--- config.mk ---
export PLATFORM = sky130hd
export DESIGN_NAME = ptr_addr_gen
export DESIGN_NICKNAME = d
export VERILOG_FILES = /design/src/rtl/ptr_addr_gen.sv
export SDC_FILE = /design/constraint.sdc
export NUM_CORES = 1
export LEC_CHECK = 0
export ABC_AREA = 1
export BUFFER_PORTS_ARGS = -buffer_cell sky130_fd_sc_hd__buf_2
export CORE_MARGIN = 2
export CORE_UTILIZATION = 60
export CTS_CLUSTER_DIAMETER = 60
export CTS_CLUSTER_SIZE = 12
export DETAILED_ROUTE_END_ITERATION = 10
export PLACE_DENSITY = 0.8
export SYNTH_ARGS = -nofsm -noshare
export SYNTH_HDL_FRONTEND = slang
export SYNTH_SLANG_ARGS = --single-unit
--- constraint.sdc ---
create_clock -name clk -period 4.95 [get_ports clk]
set_clock_uncertainty 0.2 [all_clocks]
set_input_delay 0.2475 -clock clk [delete_from_list [all_inputs] [get_ports clk]]
set_output_delay 0.2475 -clock clk [all_outputs]
set_load 0.1 [all_outputs]
--- src/rtl/ptr_addr_gen.sv ---
module ptr_addr_gen #(
  parameter int AW = 16,
  parameter logic [AW-1:0] DATA_TOP = 16'h08FF
) (
  input  logic          clk,
  input  logic          rst_n,
  input  logic [15:0]   instr,
  input  logic          strobe,
  input  logic          ld_en,
  input  logic [1:0]    ld_sel,
  input  logic [AW-1:0] ld_data,
  output logic          acc_valid,
  output logic [AW-1:0] acc_addr,
  output logic          acc_write,
  output logic [4:0]    acc_reg,
  output logic          acc_oor,
  output logic          wb_valid,
  output logic [1:0]    wb_sel,
  output logic [AW-1:0] wb_data
);
  localparam logic [1:0] SEL_X = 2'd0, SEL_Y = 2'd1, SEL_Z = 2'd2, SEL_SP = 2'd3;
  localparam logic [AW-1:0] SP_INIT = DATA_TOP;

  typedef enum logic [2:0] {ST_NONE, ST_POST_INC, ST_PRE_DEC, ST_PRE_INC, ST_POST_DEC} step_e;

  logic [AW-1:0] ptr_q [4];
  logic [1:0]    sel;
  step_e         step;
  logic          known;
  logic [AW-1:0] base, plus1, minus1;

  wire       is_ind  = instr[15:10] == 6'b100100;
  wire       is_disp = instr[15:14] == 2'b10 && !instr[12];
  wire [3:0] mode    = instr[3:0];
  wire [5:0] q       = {instr[13], instr[11:10], instr[2:0]};

  always_comb begin
    sel   = SEL_X;
    step  = ST_NONE;
    known = 1'b0;
    if (is_disp) begin
      known = 1'b1;
      sel   = instr[3] ? SEL_Y : SEL_Z;
    end else if (is_ind) begin
      known = 1'b1;
      case (mode)
        4'b0001: begin sel = SEL_Z;  step = ST_POST_INC; end
        4'b0010: begin sel = SEL_Z;  step = ST_PRE_DEC;  end
        4'b1001: begin sel = SEL_Y;  step = ST_POST_INC; end
        4'b1010: begin sel = SEL_Y;  step = ST_PRE_DEC;  end
        4'b1100: begin sel = SEL_X;  step = ST_NONE;     end
        4'b1101: begin sel = SEL_X;  step = ST_POST_INC; end
        4'b1110: begin sel = SEL_X;  step = ST_PRE_DEC;  end
        4'b1111: begin sel = SEL_SP; step = instr[9] ? ST_POST_DEC : ST_PRE_INC; end
        default: known = 1'b0;
      endcase
    end
  end

  assign base   = ptr_q[sel];
  assign plus1  = base + AW'(1);
  assign minus1 = base - AW'(1);

  always_comb begin
    case (step)
      ST_POST_INC: begin acc_addr = base;   wb_data = plus1;  end
      ST_PRE_DEC:  begin acc_addr = minus1; wb_data = minus1; end
      ST_PRE_INC:  begin acc_addr = plus1;  wb_data = plus1;  end
      ST_POST_DEC: begin acc_addr = base;   wb_data = minus1; end
      default:     begin acc_addr = base + (is_disp ? AW'(q) : AW'(0)); wb_data = base; end
    endcase
  end

  assign acc_valid = strobe && known;
  assign acc_write = instr[9];
  assign acc_reg   = instr[8:4];
  assign acc_oor   = acc_valid && (acc_addr > DATA_TOP);
  assign wb_valid  = acc_valid && (step != ST_NONE);
  assign wb_sel    = sel;

  always_ff @(posedge clk or negedge rst_n) begin
    if (!rst_n) begin
      ptr_q[SEL_X]  <= '0;
      ptr_q[SEL_Y]  <= '0;
      ptr_q[SEL_Z]  <= '0;
      ptr_q[SEL_SP] <= SP_INIT;
    end else begin
      for (int i = 0; i < 4; i++) begin
        if (ld_en && ld_sel == 2'(i))        ptr_q[i] <= ld_data;
        else if (wb_valid && wb_sel == 2'(i)) ptr_q[i] <= wb_data;
      end
    end
  end

  p_wb_lands_r2: assert property (@(posedge clk) disable iff (!rst_n)
    wb_valid && !(ld_en && ld_sel == wb_sel) |=> ptr_q[$past(wb_sel)] == $past(wb_data));

  p_step_unit_r3: assert property (@(posedge clk) disable iff (!rst_n)
    wb_valid |-> (wb_data == acc_addr || wb_data == acc_addr + AW'(1) || wb_data + AW'(1) == acc_addr));

  p_disp_no_wb_r5: assert property (@(posedge clk) disable iff (!rst_n)
    strobe && is_disp |-> acc_valid && !wb_valid);

  p_oor_valid_r7: assert property (@(posedge clk) disable iff (!rst_n)
    acc_oor |-> acc_valid);

  p_idle_hold_r9: assert property (@(posedge clk) disable iff (!rst_n)
    !wb_valid && !ld_en |=> $stable(ptr_q[0]) && $stable(ptr_q[1]) && $stable(ptr_q[2]) && $stable(ptr_q[3]));

  p_load_wins_r10: assert property (@(posedge clk) disable iff (!rst_n)
    ld_en |=> ptr_q[$past(ld_sel)] == $past(ld_data));
endmodule

== Yosys cells after proc, flatten, opt, wreduce, memory -nomap -nowiden ==
Cells that the tools add are included.
Widths: inputs -> output; s select.
Cells by class
  add/sub/neg operators: 3
  order comparisons: 2
  equal/unequal tests: 20
  mux-type cells: 25
  bitwise operators: 1
  reductions and logical operators: 28
Operators by type and width (count)
  $mux 16: 10
  $pmux 16 s3: 1
  $bmux 16 s2: 1
  $pmux 16 s2: 1
  $eq 4x4->1 const B: 6
  $add 16x1->16 const B: 1
  $add 16x6->16: 1
  $gt 16x12->1 const B: 1
  $sub 16x1->16 const B: 1
  $logic_and 1x1->1: 12
  $eq 2x2->1 const B: 5
  $reduce_or 2->1: 5
  $mux 3: 3
  $pmux 3 s3: 1
  $reduce_bool 2->1: 4
  $reduce_or 8->1: 1
  $eq 3x2->1 const B: 2
  $eq 6x6->1 const B: 1
  $mux 2: 3
  $mux 6: 1
  $pmux 2 s3: 1
  $reduce_or 3->1: 2
  $eq 2x1->1 const B: 2
  $eq 4x1->1 const B: 1
  9 further kinds: 12
Storage, ports and cells
  flip-flop bits (word level): 64
  input bits: 38
  output and inout bits: 43
  logic and storage cells: 83

== Longest topological paths before layout ==
Gate-level depths: netlist of the first run.
  depth in word-level cells: 13
  mapped depth: 29
  gate-level depth less buffers: 28

== Worst setup path before layout of the first run ==
No wires, ideal clock.
  kind: input port to output port
  start point: in instr[14]
  end point: out acc_oor
  data arrival time: 4809 ps
  data required time: 4503 ps
  path slack: -307 ps
  stages: 20
  path buffers: 1
  cell sequence: inv_1 nand2_1 nor2_2 inv_1 a21boi_1 buf_2 nand3_1 nand2_2 ha_1 nand2_1 nand3b_1 nand2_1 nand2_1 nand2_2 inv_2 o21ai_1 nand3_1 nand2_1 nand2_1 a21oi_1
On the way
  word-level cells in the longest chain between the ends: 11
  elaborated cells between the ends (all ways): 26
RTL lines
  start: declaration: RTL line 7  | input logic [15:0] instr,
  $eq 6x6->1 or $eq 2x2->1 (tied branches): RTL line 32, 33
  $mux 2 or $logic_and 1x1->1 (tied branches): RTL line 44, 33
  $mux 2 (*): RTL line 41  | if (is_disp) begin
  named net wb_sel[1]: RTL line 18  | output logic [1:0] wb_sel,
  $not 2->3 (not written as such) (*): RTL line 60  | assign base = ptr_q[sel];
  $bmux 16 s2 (*): RTL line 60
  $mux 16 (not written as such) (*) (2 in a row): RTL line 60
  $add 16x6->16, or another cell as far along: RTL line 70  | default: begin acc_addr = base + (is_disp ? AW'(q) : AW'(0)); wb_data = base; end
  $pmux 16 s3 (*): RTL line 65  | case (step)
  named net acc_addr[11]: RTL line 13  | output logic [AW-1:0] acc_addr,
  $gt 16x12->1 (*): RTL line 77  | assign acc_oor = acc_valid && (acc_addr > DATA_TOP);
  $logic_and 1x1->1 (*): RTL line 77
  end: declaration: RTL line 16  | output logic acc_oor,
The timed path passes the listed nets; every way through them passes the cells marked *. The select of a mux whose other input is x is not followed.

== Final worst setup path of the first run ==
  start point: in instr[14]
  end point: out wb_data[6]
On the way
  word-level cells in the longest chain between the ends: 9
  elaborated cells between the ends (all ways): 20
RTL lines
  $eq 6x6->1 or $eq 2x2->1 (tied branches): RTL line 32, 33
  $mux 2 or $logic_and 1x1->1 (tied branches): RTL line 44, 33
  $mux 2: RTL line 41
  $not 2->3 (not written as such): RTL line 60
  $bmux 16 s2: RTL line 60
  $mux 16 (not written as such) (2 in a row): RTL line 60
  $sub 16x1->16 or $add 16x1->16 (tied branches): RTL line 62, 61
  $pmux 16 s2 (*): RTL line 65
  end: declaration: RTL line 19  | output logic [AW-1:0] wb_data
Every way passes the cells marked *; elsewhere a longest branch is shown, timed or not. The select of a mux whose other input is x is not followed.

==> flow_summary.yaml, run 1 <==
outcome:
  outcome: "completed"
place:
  portBuffers: 70
  place_inst: 1112
  place.gp.congestion: 1.01
  hpwl_um: 14100
yosys:
  synthTopCellsByArea: "dfrtp_1 23%, nand2_1 17%, nand3_1 10%"
  synth.top_cell.area_share: 0.228
  synthAdderAreaFrac: 0.0125
  synth.distinct_cells: 41
  synth-xor-area-share: 0.0174
  synth_compound_area_frac: 0.151
  synth_top_family_by_area: "simple AND/OR/NAND/NOR gates"
  yosys.area_share.simple: 0.437
  synthMuxAreaShare: 0
  ys_seq_area_frac: 0.268
  synth_top_cell_by_area: "dfrtp_1"
  synth_edf_count: 0
  netlist_area_um2: 6030
  ys.warnings.count: 0
  synth-seq-cells: 64
  syn_nets: 981
  avgSynthCellArea_um2: 6.43
  synthArstFlopShare: 1.00
  postSynthCellCount: 937
  synth_top_flop_cell: "dfrtp_1"
timing:
  tightestPinTransition_ns: 0.949
  finalHoldViolCount: 0
  setup_viol: 0
  period_share: 0.856
  slew_violations: 0
  max_slew_margin: 0.362
  rsz0062_at_grt: "no"
  tns_ns: 0
  fmax_ghz: 0.236
  period_needed_ns: 4.24
floorplanning:
  rows: 36
  dieArea_um2: 10900
  fp.dieW_um: 104
  die_height_um: 104
  start_util: 0.617
  ios: 81
  coreArea_um2: 9770
global_routing:
  grt_usage: 0.371
  grt_overflow: 0
  first_global_vias: 6468
  grt_pass1_wl_um: 32400
  grt_max_degree: 65
  antenna_found_initial: 0
power_and_ir_drop:
  p_leak_nw: 3.44
  power_density_nw_per_um2: 343
  irDropWorstVdd_v: 0.000436
setup_path:
  reg2reg_depth: 12
  crit_arrival_ns: 3.79
  cp-endpoint: "wb_data[6]"
  r2r_slack_ns: 1.95
  crit_start: "instr[14]"
  critPathMaxStageDelay_ns: 0.48
  timing.rr.start: "ptr_q[0]"
  crit_required_ns: 4.50
  r2r_end: "ptr_q[22]"
  path_max_fanout: 42
  cp_common_cell: "nand2_1"
  crit_type: "in2out"
  start_kind: "input pin"
  crit_chain: "buf_2 -> inv_1 -> nand2_1 -> nor2_2 -> nand2_2 -> nand2_4 -> nand2_1 -> o21ai_1 -> nand2_1 -> nand2_2 -> ha_1 -> nand3_1 -> nor2_4 -> nand3_1 -> xor2_1 -> nor2_1 -> nor3_2 -> inv_1 -> buf_2"
  endpoint_kind: "primary output"
  cp_slowest_cell: "nand2_4"
cts:
  post_cts_resized: 0
  cts_buffer_depth: 2
  clk_pin_slew_worst_paths_ns: 0.07
  h-tree-depth: 3
  root_buffer: "clkbuf_8"
  insertion_delay_ns: 0.35
  cts.sinks: 64
  cts_tree: "yes"
  cts_buffers: 9
route:
  ant_nets: 0
  vias_per_cell: 6.06
  routed_wl_um: 19700
  wire_per_inst_um: 17.2
  vias: 6927
  drc: 0
  dr.pass1.iters: 6
  drt-initial-drc-count: 803
layout:
  fin_cells: 1144
  regMostFlops: "ptr_q"
  largestRegisters: "ptr_q: 64 flops"
  largest_reg_flops: 64
  final_layout_size_suffix_gt1_frac: 0.186
  syn_to_final_growth_pct: 12.6
  diodes: 0
  fin_nets: 1050
flow_run:
  max_cap_violations: 0
hold_path:
  min_path_type: "in2reg"
## per-stage QoR
| stage | instance area (µm²) | total power [mW] | util | hold slack, ns | setup slack (ns) |
|---|---|---|---|---|---|
| floorplan | 6030 | 1.59 | - | -0.248 | 0.00772 |
| global placement | 6410 | 1.79 | 0.656 | 0.270 | 0.934 |
| detailed placement | 6410 | 1.80 | 0.656 | 0.267 | 0.841 |
| CTS | 6790 | 2.31 | 0.695 | 0.0485 | 0.827 |
| global route | 6790 | 2.45 | 0.695 | 0.0770 | 0.431 |
| finish | 6790 | 2.33 | 0.695 | 0.0620 | 0.711 |
## kinds of logic after synthesis
| family | after synthesis |
|---|---|
| adders and majority gates | 6 |
| and+or+nand+nor | 568 |
| xor gates and xnor gates | 12 |
| buffers and inverters | 165 |
| AOI/OAI and AO/OA | 122 |
| DFF | 64 |
## worst max-delay path, delay by kind of cell
kind,cells,cell delay (ns)
XOR/XNOR,1,0.20
AND/OR/NAND/NOR,12,2.48
adder cells (fa/ha/maj),1,0.21
buffers and inverters,4,0.53
AO/OA/AOI/OAI,1,0.10
## metal layers
layer	vias up	track usage	routed length (µm)
li1	3258	-	-
met4	0	0.176	690
met5	-	0	0
met2	464	0.565	8800
met3	68	0.0840	2200
met1	3137	0.501	8010
## synth_stat cells (10+ instances only)
master    instances
nand2_1         274
nand3_1         126
inv_1           108
nor2_1           76
o221ai_1         58
dfrtp_1          55
nand2_2          27
clkbuf_1         18
inv_2            18
o21ai_1          17
nor2_2           13
nor3_1           12
xor2_1           12
a21oi_1          11
o211ai_1         11
o21ai_0          10
## power by group
group	internal, mW	total [mW]	switching [mW]
Sequential	0.617	0.660	0.0434
Combinational	0.275	1.17	0.894
Clock	0.297	0.499	0.201
## placed cells by master, fill, tap and decap left out, types with 11 or more instances in the layout
master and count:
nor2_2 13, nand2_1 274, o221ai_1 58, xor2_1 12, o211ai_1 11, dfrtp_1 55
dlygate4sd3_1 16, buf_2 69, inv_1 108, nor3_1 12, inv_2 18, nand3_1 126
nor2_1 76, nand2_2 27, o21ai_1 17
## final cells by class
class / instances / area [µm²]
clock buffers: 13 / 149
fillers: 916 / 2990
flip-flops and latches: 64 / 1610
well taps: 133 / 166
inverters: 130 / 488
multi-input cells: 708 / 3730
clock inverters: 3 / 65.1
repair buffers: 93 / 578
## worst min path at each step
stage,from,depth (start not counted),endpoint
6_report,ld_data[1],3,ptr_q[1]
5_1_grt,ld_data[1],3,ptr_q[1]
4_1_cts,ld_data[1],3,ptr_q[1]
3_5_place_dp,rst_n,2,ptr_q[51]
3_3_place_gp,rst_n,2,ptr_q[17]
2_1_floorplan,rst_n,0,ptr_q[10]
## timing repair
item / in CTS / in global routing
setup buffers: 0 / 0
hold endpoints to repair: 83 / 0
hold buffers: 16 / 0
(Power assumes the default switching activity.)
==> inputs of run 2 (changes only) <==
--- a/config.mk
+++ b/config.mk
@@ -5,7 +5,6 @@
 export SDC_FILE = /design/constraint.sdc
 export NUM_CORES = 1
 export LEC_CHECK = 0
-export ABC_AREA = 1
 export BUFFER_PORTS_ARGS = -buffer_cell sky130_fd_sc_hd__buf_2
 export CORE_MARGIN = 2
 export CORE_UTILIZATION = 60
==> run 2 against run 1 <==
  * First-iteration DRC count shrank 26%
  * Critical path type unchanged
  * Combinational power up 5%
  * Sequential cell count unchanged
  * Worst setup slack worse by 0.49 ns
==> flow_summary.yaml, run 2 <==
cts:
  cts.sinks: 64
  cts_tree: "yes"
  h-tree-depth: 3
  root_buffer: "clkbuf_8"
  cts_buffers: 9
  insertion_delay_ns: 0.34
  cts_buffer_depth: 2
  postCtsSetupBuffers: 0
layout:
  final_cell_mix: "104 x nand2_1, 86 x o21ai_0, 59 x mux2i_1"
  final_core_util: 0.757
  final_area_um2: 6990
  largestRegisters: "ptr_q: 64 flops"
  final_layout_size_suffix_gt1_frac: 0.223
  syn_to_final_growth_pct: 22.7
  regMostFlops: "ptr_q"
  final_common_cell: "nand2_1"
  largest_reg_flops: 64
  diodes: 0
  fin_nets: 849
global_routing:
  busiest_layer: "met2"
  grtUsageMet3: 0.0911
  met2_usage: 0.687
  grt_usage: 0.424
  grt_use_met1: 0.550
  antenna_found_initial: 0
  grt_max_degree: 65
  first_global_vias: 6328
  grt_pass1_wl_um: 33700
  grt_overflow: 0
route:
  drc: 0
  routed_wl_um: 21400
  wire_per_inst_um: 22.8
  dr.pass1.iters: 7
  vias_per_cell: 6.95
  vias: 6528
  drt-initial-drc-count: 592
  ant_nets: 0
yosys:
  synth.distinct_cells: 80
  synth_top_flop_cell: "dfrtp_1"
  synthArstFlopShare: 1.00
  synth_most_common_cell: "nand2_1"
  synth_top_cell_by_area: "dfrtp_1"
  synth-seq-cells: 64
  netlist_area_um2: 5700
  synth_edf_count: 0
  ys_seq_area_frac: 0.283
  synth.top_cell.area_share: 0.241
  avgSynthCellArea_um2: 7.96
  synth_commonest_cells: "104 x nand2_1, 88 x o21ai_0, 59 x mux2i_1, 55 x dfrtp_1, 47 x nor2_1"
  postSynthCellCount: 716
  ys.warnings.count: 0
  syn_nets: 760
  synthTopCellsByArea: "dfrtp_1 24%, mux2i_1 10%, o21ai_0 7.7%"
power_and_ir_drop:
  p_int_mw: 1.22
  sequentialPowerShare: 0.290
  irDropWorstVdd_v: 0.000382
  p_leak_nw: 2.89
  clock_power_share: 0.184
  power_density_nw_per_um2: 334
  p_comb_frac: 0.527
  switching_power_mw: 1.12
  p_sw_frac: 0.478
timing:
  period_needed_ns: 4.73
  fmax_ghz: 0.212
  rsz0062_at_grt: "no"
  max_slew_margin: 0.146
  setup_viol: 0
  tightestPinTransition_ns: 1.28
  slew_violations: 0
  finalHoldViolCount: 0
  worst_slack_ns: 0.223
  period_share: 0.955
setup_path:
  endpoint_kind: "primary output"
  timing.rr.start: "ptr_q[17]"
  crit_required_ns: 4.50
  start_kind: "input pin"
  path_max_fanout: 13
  crit_chain: "buf_2 -> xor2_2 -> a21boi_1 -> o21a_1 -> buf_4 -> a211oi_1 -> or4_1 -> or2_4 -> or4_4 -> a2111oi_4 -> o21ai_2 -> nor4_2 -> a21oi_2 -> clkbuf_4"
  r2r_slack_ns: 0.91
  crit_arrival_ns: 4.28
  crit_type: "in2out"
  cp_slowest_cell: "or4_1"
  reg2reg_depth: 14
  r2r_end: "ptr_q[30]"
  critPathMaxStageDelay_ns: 0.53
hold_path:
  min_to: "acc_reg[3]"
  min_path_type: "in2out"
  hp-start: "instr[7]"
  hold_path_depth: 0
place:
  place.gp.congestion: 1.04
  hpwl_um: 14300
  dpl-instance-area_um2: 6600
  portBuffers: 70
  pre_cts_slack_ns: 0.136
floorplanning:
  die_height_um: 101
  start_util: 0.617
  fp.dieW_um: 101
  dieArea_um2: 10300
  ios: 81
  coreArea_um2: 9240
  rows: 35
outcome:
  outcome: "completed"
flow_run:
  max_cap_violations: 0
run 2: changes by cell type after synthesis, moves of 22 or more:
cell	before	now
nand2_1	274	104
nand3_1	126	23
inv_1	108	17
o21ai_0	10	88
mux2i_1	0	59
o221ai_1	58	7
nor2_1	76	47
nand2_2	27	0
xnor2_1	0	22
run 2: layer usage:
metal	vias up	wire, µm
met5	-	0
met4	0	825
met3	81	2440
met2	509	10000
met1	3109	8120
li1	2829	-
run 2: how the worst max path moves through the flow:
stage                   from      end  slack, ns  depth (start not counted)
finish              instr[0]  acc_oor       0.22                         14
global route        instr[0]  acc_oor       0.02                         15
CTS                 instr[0]  acc_oor       0.16                         19
detailed placement  instr[0]  acc_oor       0.14                         19
global placement    instr[0]  acc_oor       0.25                         14
floorplan           instr[1]  acc_oor      -0.61                         20
run 2: kinds of logic (layout without fill, tap and decap cells):
logic type | count (synthesis) | after routing | share of synthesized area
compound gates | 231 | 231 | 0.277
xor+xnor | 27 | 27 | 0.0415
fa+ha+maj | 9 | 9 | 0.0184
buf+inv | 74 | 168 | 0.0582
flops | 64 | 64 | 0.283
mux | 67 | 67 | 0.119
simple gates | 244 | 244 | 0.203
run 2: what timing repair did:
action	4_1_cts	5_1_grt
endpoints found under the setup margin	0	1
resized for setup	0	6
hold buffers	17	0
endpoints found under the hold margin	110	0
run 2: power groups by stage:
stage,clock (mW),sequential (mW),combinational (mW)
floorplan,0,0.657,0.863
global placement,0,0.670,1.16
detailed placement,0,0.676,1.18
CTS,0.422,0.669,1.20
global route,0.448,0.683,1.29
finish,0.429,0.678,1.23
run 2: metrics by stage:
stage / std cells / hold WS (ns) / TNS [ns] / total power [mW]
floorplan: 716 / -0.248 / -0.863 / 1.52
global placement: 906 / 0.247 / 0 / 1.83
detailed placement: 906 / 0.267 / 0 / 1.85
CTS: 939 / 0.275 / 0 / 2.29
global route: 939 / 0.295 / 0 / 2.42
finish: 939 / 0.295 / 0 / 2.34
run 2: layout make-up:
cell class,instances,area (µm²)
clock buffer,12,135
clock inverter,4,45.0
fill,654,2250
inverter,17,63.8
multi-input combinational,578,3880
sequential,64,1610
tap,129,161
timing repair buffer,135,1090
run 2: critical path, delay by kind of cell:
family                    cells  cell delay (ns)
xor gates and xnor gates      1             0.23
and+or+nand+nor               4             1.66
buffers and inverters         3             0.67
AOI/OAI and AO/OA             6             1.44
